File: src/rtl/osd_cmd_pkg.sv
package osd_cmd_pkg;

  localparam int ROW_W = 4;
  localparam int COL_W = 5;

  typedef enum logic [2:0] {
    PH_IDLE, PH_SLAVE, PH_ADDR, PH_DATA, PH_STREAM, PH_READ, PH_SKIP
  } phase_t;

  typedef struct packed {
    logic             space;
    logic [ROW_W-1:0] row;
    logic [COL_W-1:0] col;
  } waddr_t;

  // address that follows a in streaming mode
  function automatic waddr_t stream_step(waddr_t a, int n_rows, int n_cols, int ctrl_row);
    waddr_t n;
    n = a;
    if (int'(a.row) == ctrl_row) begin
      n.col = a.col + 1'b1;
    end else if (int'(a.col) >= n_cols - 1) begin
      n.col = '0;
      n.row = (int'(a.row) >= n_rows - 1) ? '0 : a.row + 1'b1;
    end else begin
      n.col = a.col + 1'b1;
    end
    return n;
  endfunction

  function automatic logic hits_ctrl(waddr_t a, int ctrl_row, int col);
    return a.space && (int'(a.row) == ctrl_row) && (int'(a.col) == col);
  endfunction

  function automatic logic is_reserved(waddr_t a, int ctrl_row, int res_a, int res_b);
    return hits_ctrl(a, ctrl_row, res_a) || hits_ctrl(a, ctrl_row, res_b);
  endfunction

endpackage

File: src/rtl/osd_byte_classify.sv
module osd_byte_classify
  import osd_cmd_pkg::*;
(
  input  logic [7:0]       byte_i,
  output logic             is_row_o,
  output logic             col_stream_o,
  output logic             row_space_o,
  output logic [ROW_W-1:0] row_num_o,
  output logic [COL_W-1:0] col_num_o
);
  always_comb begin
    is_row_o     = byte_i[7];
    col_stream_o = byte_i[6];
    row_space_o  = byte_i[5];
    row_num_o    = byte_i[ROW_W-1:0];
    col_num_o    = byte_i[COL_W-1:0];
  end
endmodule

File: src/rtl/osd_addr_track.sv
module osd_addr_track
  import osd_cmd_pkg::*;
#(
  parameter int         N_ROWS   = 15,
  parameter int         N_COLS   = 30,
  parameter int         CTRL_ROW = 15,
  parameter logic [7:0] SLV_WR   = 8'h7A,
  parameter logic [7:0] SLV_RD   = 8'h7B
) (
  input  logic             clk,
  input  logic             rst_n,
  input  logic             start_i,
  input  logic             stop_i,
  input  logic             rx_valid_i,
  input  logic [7:0]       rx_byte_i,
  input  logic             is_row_i,
  input  logic             col_stream_i,
  input  logic             row_space_i,
  input  logic [ROW_W-1:0] row_num_i,
  input  logic [COL_W-1:0] col_num_i,
  output phase_t           phase_o,
  output waddr_t           addr_o,
  output logic             data_fire_o,
  output logic             data_drop_o,
  output logic             ack_fire_o
);
  phase_t ph;
  waddr_t addr;
  logic   have_row, have_col;
  logic   byte_in, data_byte;

  always_comb begin
    byte_in     = rx_valid_i && !start_i;
    data_byte   = byte_in && (ph == PH_DATA || ph == PH_STREAM);
    data_fire_o = data_byte && have_row && have_col;
    data_drop_o = data_byte && !(have_row && have_col);
    ack_fire_o  = byte_in &&
                  ((ph == PH_SLAVE && (rx_byte_i == SLV_WR || rx_byte_i == SLV_RD)) ||
                   ph == PH_ADDR || ph == PH_DATA || ph == PH_STREAM);
  end

  always_ff @(posedge clk or negedge rst_n) begin
    if (!rst_n) begin
      ph       <= PH_IDLE;
      addr     <= '0;
      have_row <= 1'b0;
      have_col <= 1'b0;
    end else if (start_i) begin
      ph       <= PH_SLAVE;
      have_row <= 1'b0;
      have_col <= 1'b0;
    end else if (stop_i) begin
      ph <= PH_IDLE;
    end else if (rx_valid_i) begin
      case (ph)
        PH_SLAVE:  ph <= (rx_byte_i == SLV_WR) ? PH_ADDR :
                         ((rx_byte_i == SLV_RD) ? PH_READ : PH_SKIP);
        PH_ADDR: begin
          if (is_row_i) begin
            addr.space <= row_space_i;
            addr.row   <= row_num_i;
            have_row   <= 1'b1;
          end else begin
            addr.col <= col_num_i;
            have_col <= 1'b1;
            ph       <= col_stream_i ? PH_STREAM : PH_DATA;
          end
        end
        PH_DATA:   ph <= PH_ADDR;
        PH_STREAM: if (data_fire_o) addr <= stream_step(addr, N_ROWS, N_COLS, CTRL_ROW);
        default:   ;
      endcase
    end
  end

  assign phase_o = ph;
  assign addr_o  = addr;
endmodule

File: src/rtl/osd_write_port.sv
module osd_write_port
  import osd_cmd_pkg::*;
#(
  parameter int CTRL_ROW    = 15,
  parameter int RES_COL_A   = 24,
  parameter int RES_COL_B   = 31,
  parameter int CLR_COL     = 17,
  parameter int FLAG_COL    = 23,
  parameter int FLAG_BIT    = 1,
  parameter int WIN_CLR_BIT = 2,
  parameter int DSP_CLR_BIT = 1
) (
  input  logic             clk,
  input  logic             rst_n,
  input  logic             data_fire_i,
  input  logic             ack_fire_i,
  input  waddr_t           addr_i,
  input  logic [7:0]       byte_i,
  output logic             rsv_hit_o,
  output logic             ack_o,
  output logic             wr_en_o,
  output logic             wr_space_o,
  output logic [ROW_W-1:0] wr_row_o,
  output logic [COL_W-1:0] wr_col_o,
  output logic [7:0]       wr_data_o,
  output logic             clr_win_o,
  output logic             clr_disp_o,
  output logic             flag_o
);
  logic hit_clr, hit_flag;

  always_comb begin
    rsv_hit_o = data_fire_i && is_reserved(addr_i, CTRL_ROW, RES_COL_A, RES_COL_B);
    hit_clr   = data_fire_i && hits_ctrl(addr_i, CTRL_ROW, CLR_COL);
    hit_flag  = data_fire_i && hits_ctrl(addr_i, CTRL_ROW, FLAG_COL);
  end

  always_ff @(posedge clk or negedge rst_n) begin
    if (!rst_n) begin
      ack_o      <= 1'b0;
      wr_en_o    <= 1'b0;
      wr_space_o <= 1'b0;
      wr_row_o   <= '0;
      wr_col_o   <= '0;
      wr_data_o  <= '0;
      clr_win_o  <= 1'b0;
      clr_disp_o <= 1'b0;
      flag_o     <= 1'b0;
    end else begin
      ack_o      <= ack_fire_i;
      wr_en_o    <= data_fire_i && !rsv_hit_o;
      clr_win_o  <= hit_clr && byte_i[WIN_CLR_BIT];
      clr_disp_o <= hit_clr && byte_i[DSP_CLR_BIT];
      if (data_fire_i) begin
        wr_space_o <= addr_i.space;
        wr_row_o   <= addr_i.row;
        wr_col_o   <= addr_i.col;
        wr_data_o  <= byte_i;
      end
      if (hit_flag) flag_o <= byte_i[FLAG_BIT];
    end
  end
endmodule

File: src/rtl/osd_cmd_decoder.sv
module osd_cmd_decoder
  import osd_cmd_pkg::*;
#(
  parameter int         N_ROWS      = 15,
  parameter int         N_COLS      = 30,
  parameter int         CTRL_ROW    = 15,
  parameter int         RES_COL_A   = 24,
  parameter int         RES_COL_B   = 31,
  parameter int         CLR_COL     = 17,
  parameter int         FLAG_COL    = 23,
  parameter int         FLAG_BIT    = 1,
  parameter int         WIN_CLR_BIT = 2,
  parameter int         DSP_CLR_BIT = 1,
  parameter logic [7:0] SLV_WR      = 8'h7A,
  parameter logic [7:0] SLV_RD      = 8'h7B
) (
  input  logic             clk,
  input  logic             rst_n,
  input  logic             start_i,
  input  logic             stop_i,
  input  logic             rx_valid_i,
  input  logic [7:0]       rx_byte_i,
  output logic             ack_o,
  output logic             rd_active_o,
  output logic [7:0]       tx_byte_o,
  output logic             wr_en_o,
  output logic             wr_space_o,
  output logic [ROW_W-1:0] wr_row_o,
  output logic [COL_W-1:0] wr_col_o,
  output logic [7:0]       wr_data_o,
  output logic             clr_win_o,
  output logic             clr_disp_o
);
  // named internal events, also observed by the checker
  phase_t           ph_now;
  waddr_t           cur_addr;
  logic             data_fire, data_drop, ack_fire, rsv_hit, flag_q;
  logic             c_is_row, c_stream, c_space;
  logic [ROW_W-1:0] c_row;
  logic [COL_W-1:0] c_col;

  osd_byte_classify u_cls (
    .byte_i(rx_byte_i), .is_row_o(c_is_row), .col_stream_o(c_stream),
    .row_space_o(c_space), .row_num_o(c_row), .col_num_o(c_col)
  );

  osd_addr_track #(
    .N_ROWS(N_ROWS), .N_COLS(N_COLS), .CTRL_ROW(CTRL_ROW),
    .SLV_WR(SLV_WR), .SLV_RD(SLV_RD)
  ) u_trk (
    .clk(clk), .rst_n(rst_n), .start_i(start_i), .stop_i(stop_i),
    .rx_valid_i(rx_valid_i), .rx_byte_i(rx_byte_i),
    .is_row_i(c_is_row), .col_stream_i(c_stream), .row_space_i(c_space),
    .row_num_i(c_row), .col_num_i(c_col),
    .phase_o(ph_now), .addr_o(cur_addr), .data_fire_o(data_fire),
    .data_drop_o(data_drop), .ack_fire_o(ack_fire)
  );

  osd_write_port #(
    .CTRL_ROW(CTRL_ROW), .RES_COL_A(RES_COL_A), .RES_COL_B(RES_COL_B),
    .CLR_COL(CLR_COL), .FLAG_COL(FLAG_COL), .FLAG_BIT(FLAG_BIT),
    .WIN_CLR_BIT(WIN_CLR_BIT), .DSP_CLR_BIT(DSP_CLR_BIT)
  ) u_wp (
    .clk(clk), .rst_n(rst_n), .data_fire_i(data_fire), .ack_fire_i(ack_fire),
    .addr_i(cur_addr), .byte_i(rx_byte_i), .rsv_hit_o(rsv_hit), .ack_o(ack_o),
    .wr_en_o(wr_en_o), .wr_space_o(wr_space_o), .wr_row_o(wr_row_o),
    .wr_col_o(wr_col_o), .wr_data_o(wr_data_o), .clr_win_o(clr_win_o),
    .clr_disp_o(clr_disp_o), .flag_o(flag_q)
  );

  assign rd_active_o = (ph_now == PH_READ);
  assign tx_byte_o   = flag_q ? (8'd1 << FLAG_BIT) : 8'd0;
endmodule

File: config.mk
export PLATFORM = sky130hd
export DESIGN_NAME = osd_cmd_decoder
export DESIGN_NICKNAME = d
export VERILOG_FILES = /design/src/rtl/osd_cmd_pkg.sv /design/src/rtl/osd_byte_classify.sv /design/src/rtl/osd_addr_track.sv /design/src/rtl/osd_write_port.sv /design/src/rtl/osd_cmd_decoder.sv
export SDC_FILE = /design/constraint.sdc
export NUM_CORES = 1
export LEC_CHECK = 0
export BUFFER_PORTS_ARGS = -buffer_cell sky130_fd_sc_hd__buf_2
export CAP_MARGIN = 25
export CORE_MARGIN = 10
export CORE_UTILIZATION = 35
export CTS_CLUSTER_SIZE = 24
export DETAILED_ROUTE_END_ITERATION = 12
export PLACE_DENSITY = 0.58
export SLEW_MARGIN = 20
export SYNTH_ARGS = -nofsm -noshare
export SYNTH_HDL_FRONTEND = slang
export SYNTH_SLANG_ARGS = --single-unit
File: constraint.sdc
create_clock -name clk -period 1.6 [get_ports clk]
set_input_delay 0.08 -clock clk [delete_from_list [all_inputs] [get_ports clk]]
set_output_delay 0.08 -clock clk [all_outputs]
set_load 0.02 [all_outputs]
== After elaboration in Yosys (flattened, before gate mapping) ==
Index checks and enable logic that the tools add are counted.
Storage, ports and cells
  bits in registers: 38
  bits in latches: 0
  RAM bits: 0
  memory bits (read-only): 0
  bits of input ports: 13
  output and inout port bits: 31
  word-level logic and storage cells: 107
  memories kept: 0
Operators by class
  add/subtract/negate cells: 2
  multipliers: 0
  div/mod/pow operators: 0
  order comparisons: 2
  equality and inequality tests: 20
  shifts and indexed selects: 0
  mux-type cells: 28
  bitwise gates (word level): 3
  reductions and logical operators: 37
Operators by type and width (number)
  2-to-1 mux 5 bit: 4
  one-hot mux 10 bit (2 select lines): 1
  2-to-1 mux 3 bit: 6
  logical AND 1 bit: 17
  == test 8 x 7 -> 1 bit (second input constant): 2
  2-to-1 mux 4 bit: 3
  != test 2 bit (second input constant): 6
  AND reduction 6 bit: 2
  == test 5 bit (second input constant): 2
  2-to-1 mux 1 bit: 10
  2-to-1 mux 9 bit: 1
  one-hot mux 3 bit (3 select lines): 1
  AND reduction 4 bit: 2
  AND reduction 8 bit: 1
  nonzero test 2 bit: 4
  == test 3 x 2 -> 1 bit (second input constant): 2
  == test 3 bit (second input constant): 2
  logical OR 1 bit: 6
  adder 5 x 1 -> 5 bit (second input constant): 1
  == test 5 x 1 -> 1 bit (second input constant): 1
  == test 5 x 4 -> 1 bit (second input constant): 1
  greater-or-equal comparator 5 bit (second input constant): 1
  nonzero test 5 bit: 1
  adder 4 x 1 -> 4 bit (second input constant): 1
  other kinds (10): 14

== Logic depth before layout (Yosys ltp) ==
  depth in word-level cells: 8
  gate-level depth with buffers: 7
  gate-level depth less buffers: 6

== Hierarchy ==
Synthesis repeated with hierarchy kept, for this count alone.
Second synthesis, totals
  cells, all modules: 196
  area total of the unflattened synthesis: 2145.8 um^2
By module, submodules not included
  osd_addr_track: instances 1, cells each 115, area each 1099.8 um^2, seq. area each 375.4 um^2
  osd_write_port: instances 1, cells each 59, area each 883.3 um^2, seq. area each 575.6 um^2
  osd_byte_classify: instances 1, cells each 12, area each 90.1 um^2, seq. area each 0.0 um^2
  osd_cmd_decoder: instances 1, cells each 10, area each 72.6 um^2, seq. area each 0.0 um^2

== Worst setup path before layout ==
OpenSTA, ideal clock, no wires.
  path kind: register to register
  start point: reg u_trk.ph[0], in the netlist u_trk.phase_o[0]
  end point: reg u_trk.addr (netlist bit u_trk.addr_o[5])
  library setup time: 125 ps
  data arrival time: 1623 ps
  required time: 1475 ps
  slack: -148 ps
  stages on the path, launching flop included: 6
  buffers on the path: 1
  period minus slack after synthesis: 1748 ps
  cells stage by stage: dfrtp_1 -> buf_2 -> nor3b_1 -> a22oi_1 -> nor3_1 -> mux2_2
Between the ends
  cells in the longest elaborated chain, start to end: 7
  elaborated cells between the ends (all ways): 14
  those cells by class: 7 x eq/ne; 1 x mux; 6 x reduce/logical
RTL lines
  start, declared: line osd_addr_track.sv:27  | phase_t ph;
  start signal, assigned: line osd_addr_track.sv:56  | PH_SLAVE: ph <= (rx_byte_i == SLV_WR) ? PH_ADDR :
  start signal, assigned: line osd_addr_track.sv:66  | ph <= col_stream_i ? PH_STREAM : PH_DATA;
  == test 3 x 2 -> 1 bit or == test 3 bit (tied branches): line osd_addr_track.sv:34, osd_addr_track.sv:55
  logical OR 1 bit: line osd_addr_track.sv:34  | data_byte = byte_in && (ph == PH_DATA || ph == PH_STREAM);
  logical AND 1 bit: line osd_addr_track.sv:34
  logical AND 1 bit (2 in a row): line osd_addr_track.sv:35  | data_fire_o = data_byte && have_row && have_col;
  != test 2 x 1 -> 1 bit (no line)
  AND reduction 8 bit (no line)
  end signal, assigned: line osd_addr_track.sv:70  | PH_STREAM: if (data_fire_o) addr <= stream_step(addr, N_ROWS, N_COLS, CTRL_ROW);
  end, declared: line osd_addr_track.sv:28  | waddr_t addr;
Several ways; a longest one is shown, not always the timed one. The select of a mux whose other input is x is not followed.
A chain may end at the register's enable or synchronous reset.

== Worst setup path in the final report ==
  start point: reg u_trk.ph[0], in the netlist u_trk.phase_o[0]
  end point: reg u_wp.wr_col_o[4]
Between the ends
  cells in the longest elaborated chain, start to end: 5
  elaborated cells between the ends (all ways): 6
  those cells by class: 2 x eq/ne; 4 x reduce/logical
RTL lines
  == test 3 x 2 -> 1 bit or == test 3 bit (tied branches): line osd_addr_track.sv:34
  logical OR 1 bit *: line osd_addr_track.sv:34
  logical AND 1 bit *: line osd_addr_track.sv:34
  logical AND 1 bit * (2 in a row): line osd_addr_track.sv:35
  end signal, assigned: line osd_write_port.sv:57  | wr_col_o <= addr_i.col;
  end, declared: line osd_write_port.sv:24  | output logic [COL_W-1:0] wr_col_o,
Every way passes the cells marked *; elsewhere a longest branch is shown, timed or not.

==> Implementation_results.wiki <==
{| class="wikitable"
! Metric !! Value
|-
| Row cnt || 27
|-
| Endpoint of the lowest-slack register-to-register path || u_wp.wr_col_o[4]
|-
| Max Clk Rate || 583.1 MHz
|-
| Share of flip-flops with an asynchronous set or reset || 1.000
|-
| DRT antenna net count || 0
|-
| DRC Markers || 0
|-
| Initial core utilization || 0.3613
|-
| Logic gate share of total power || 0.133
|-
| Sw power || 0.0005032 W
|-
| Later-pin clock latency in the skew report || 0.29 ns
|-
| Global-route usage over all layers || 0.1150
|-
| Met3 wire length || 311 µm
|-
| Highest layer used for signal routing || met4
|-
| Met2 wire length || approximately 2.5 mm
|-
| 1st-pass router iterations || 4
|-
| Critical path destination || u_wp.wr_col_o[4]
|-
| Unrepaired setup endpoints after global routing || yes
|-
| CP required || 1.77 ns
|-
| Number of buffers created by CTS || 5
|-
| Final-report hold violation count || 0
|-
| Worst setup path class || reg2reg
|-
| Setup total negative slack || -2.622 ns
|-
| Routed met1 length || 2.326 mm
|-
| Post-synthesis average cell area || around 12 µm²
|-
| Slew margin rel. || 0.6639
|-
| Startpoint of the lowest-slack register-to-register path || u_trk.phase_o[0]
|-
| Largest net degree at the start of global routing || 39
|-
| Worst supply voltage drop on vdd || about 370 µV
|-
| Die outline width || 95.63 µm
|-
| Mapped Cells || 174
|-
| Post-synth top flop || dfrtp_1
|-
| Overall routed net length || 5.228 mm
|-
| Routability cong. || 0.8522
|-
| Max-cap violations || 0
|-
| Overall die area || 9145 µm²
|-
| Count of final max-slew check failures || 0
|-
| Layout overhead on the synthesized area || 41.56%
|-
| Worst slew pin tran || 0.5042 ns
|-
| Share of post-route cells with drive strength above 1 || 0.5020
|-
| Core box area || 5540 µm²
|-
| CP max stage cell || dfrtp_1
|-
| Critical-path cell list || or3b_4 -> a21boi_4 -> buf_6 -> buf_6 -> mux2_4
|-
| Internal power summed over all cells || about 0.0014 W
|-
| Drt wl/cell || 16.19 µm
|-
| Number of global-route vias before repair || 1685
|-
| NumNets Final || 269
|-
| Total number of vias || approximately 1600
|-
| Number of non-filler instances in the completed layout || 323
|-
| Share of the clock period used by the worst path || 1.072
|-
| Yosys Warn Count || 0
|-
| Clock tree from TritonCTS || done
|-
| Worst setup SP type || flop
|-
| Failing checks || negative setup slack
|-
| Final worst slack || -0.1150 ns
|-
| CP peak stage delay || 0.43 ns
|-
| Layout Skew || 0.005319 ns
|-
| Die Y-Extent || 95.63 µm
|-
| Tmin final || ~1.7 ns
|-
| Number of flops mapped to enable cells by yosys || 0
|-
| Seq cells post-synth || 38
|-
| Number of cells after detailed placement || approximately 300
|-
| Ratio of routed vias to standard cells || 5.046
|-
| Slack of the worst reg-to-reg path || -0.11 ns
|-
| Clock share of power || 0.351
|-
| Syn Std Cell Area || 2002 µm²
|-
| Sequential-to-total area share from yosys stat || 0.4750
|-
| Number of library cell types mapped by synthesis || 46
|-
| Critical path's most frequent cell || buf_6
|-
| Path depth of the worst reg2reg path || 5
|-
| Hold/Removal Path Class || in2reg
|-
| Share of total power consumed by net switching || 0.2584
|-
| Boundary Pins || 44
|-
| # setup viols final || 30
|-
| CP endpoint kind || flop
|-
| Sequential Power Share || 0.517
|-
| Status || complete, but fails checks
|-
| Number of sinks handled by clock tree synthesis || 38
|-
| Pwr/cell area || ~690 nW/µm²
|-
| Arrival @ worst endpoint || 1.89 ns
|-
| Clk pin slew, worst setup/hold paths || roughly 0.070 ns
|-
| H-tree depth || 2
|-
| CTS max path bufs || 2
|-
| Maximum fanout count along the critical path || 5
|-
| CTS root buffer || clkbuf_8
|-
| Buffers on Ports || 36
|-
| Wire length of the first global-routing pass || 8.349 mm
|-
| Antenna fix cells || 0
|-
| Worst setup path startpoint || u_trk.phase_o[0]
|-
| DP Wirelength || 3.627 mm
|-
| Leakage power of the design || 1.405 nW
|-
| Initial drt markers || 61
|-
| Total global routing overflow || 0
|-
| Number of antenna violations at the first check in global routing || 0
|}
==> area by class of cell <==
cell class / instances / area, µm²
flip-flops and latches: 38 / 950.9
clock inverters: 1 / 5.005
well taps: 72 / 90.09
multi-input cells: 122 / 1126
inverters: 7 / 26.28
fillers: 518 / 2706
repair buffers: 76 / 549.3
clock buffers: 7 / 86.33
==> sequential cells by signal (all words and copies together) (netlist names) <==
signal / flops
u_wp.wr_space_o: 1
u_wp.wr_col_o: 5
u_wp.ack_o: 1
u_wp.wr_row_o: 4
u_wp.wr_en_o: 1
u_trk.addr_o: 10
u_wp.wr_data_o: 8
u_trk.phase_o: 3
u_wp.clr_disp_o: 1
u_trk.have_col: 1
u_wp.flag_o: 1
u_wp.clr_win_o: 1
u_trk.have_row: 1
==> placed cells by master, fill, tap and decap left out, types with 2 or more instances in the layout <==
cell,synthesis,layout
a21boi_2,0,2
a21oi_1,3,2
a31oi_1,3,3
and2_1,3,3
and3_1,6,5
buf_2,1,36
buf_4,10,28
buf_6,2,7
clkbuf_8,0,6
conb_1,1,7
dfrtp_1,38,38
dlygate4sd3_1,0,2
ha_1,6,3
ha_2,0,2
inv_1,7,7
mux2_2,21,3
mux2_4,1,19
mux2i_1,2,2
nand2_1,10,10
nand2b_1,4,4
nand3_1,3,3
nand3b_1,2,2
nand4_1,3,3
nor2_1,4,3
nor3b_1,6,2
nor3b_2,0,3
o211ai_1,2,2
o21ai_0,7,7
==> cells in the mapped netlist, types with 2 or more instances <==
library cell / count / area share
dfrtp_1: 38 / 0.47
mux2_2: 21 / 0.12
buf_4: 10 / 0.037
nand2_1: 10 / 0.019
inv_1: 7 / 0.013
o21ai_0: 7 / 0.017
and3_1: 6 / 0.019
ha_1: 6 / 0.037
nor3b_1: 6 / 0.022
nand2b_1: 4 / 0.012
nor2_1: 4 / 0.0075
a21boi_0: 3 / 0.011
a21oi_1: 3 / 0.0075
a31oi_1: 3 / 0.0094
and2_1: 3 / 0.0094
nand3_1: 3 / 0.0075
nand4_1: 3 / 0.0094
o41ai_1: 3 / 0.013
a22oi_1: 2 / 0.0075
buf_6: 2 / 0.011
mux2i_1: 2 / 0.010
nand3b_1: 2 / 0.0075
o211ai_1: 2 / 0.0075
or3_1: 2 / 0.0062
==> worst min path at each step <==
| stage | slack, ns | from | depth (start not counted) | to |
|---|---|---|---|---|
| global placement | 0.17 | rst_n | 2 | u_wp.wr_data_o[5] |
| CTS | 0.03 | start_i | 2 | u_trk.have_row |
| floorplan | -0.22 | rst_n | 0 | u_trk.addr_o[0] |
| detailed placement | 0.17 | rst_n | 2 | u_wp.wr_data_o[5] |
| finish | 0.03 | start_i | 2 | u_trk.have_row |
| global route | 0.04 | start_i | 2 | u_trk.have_row |
==> per-layer routing <==
metal | up-vias | GRT usage
li1 | 772 | -
met2 | 38 | 0.1941
met5 | - | 0
met1 | 815 | 0.1393
met4 | 0 | 0.03317
met3 | 5 | 0.03221
==> cells by family (layout without fill, tap and decap cells) <==
kind of cell / after synthesis / after routing / synth area share
compound gates: 33 / 33 / 0.1300
fa+ha+maj: 6 / 6 / 0.03750
buf+inv: 20 / 91 / 0.06437
flops: 38 / 38 / 0.4750
mux: 24 / 24 / 0.1356
other cells: 1 / 7 / 0.001873
simple gates: 52 / 52 / 0.1556
==> through the flow <==
| step | utilization | hold WS [ns] | setup slack [ns] | area [µm²] | total power [W] |
|---|---|---|---|---|---|
| finish | 0.5115 | 0.02800 | -0.1150 | 2834 | 0.001947 |
| global route | 0.5115 | 0.04232 | -0.1767 | 2834 | 0.002054 |
| CTS | 0.4831 | 0.02509 | -0.1053 | 2676 | 0.001958 |
| detailed placement | 0.4386 | 0.1676 | -0.1394 | 2430 | 0.001239 |
| global placement | 0.4386 | 0.1658 | -0.1073 | 2430 | 0.001237 |
| floorplan | - | -0.2156 | -0.1411 | 2046 | 0.001140 |
==> power by group through the flow <==
stage | registers [W] | clock network (W) | logic, W
5_1_grt | 0.00101 | 0.000760 | 0.000284
4_1_cts | 0.00100 | 0.000707 | 0.000247
6_report | 0.00101 | 0.000683 | 0.000258
3_5_place_dp | 0.00102 | 0 | 0.000215
3_3_place_gp | 0.00102 | 0 | 0.000214
2_1_floorplan | 0.00102 | 0 | 0.000116
==> worst max-delay path, delay by kind of cell, from the launching register on <==
family	cells	cell delay, ns
flip-flops	1	0.43
AND/OR/NAND/NOR	1	0.43
multiplexers	1	0.29
buffers and inverters	2	0.28
AO/OA/AOI/OAI	1	0.17
==> what timing repair did <==
item                                   in CTS  in global routing
setup endpoints to repair                  30                 31
pin swaps                                   4                  5
hold buffers                                2                  0
setup buffers                               6                  3
endpoints found under the hold margin      39                  0
gates cloned                                0                  1
resized for setup                          21                 25
Note: power is estimated with default switching activity, not from simulation.
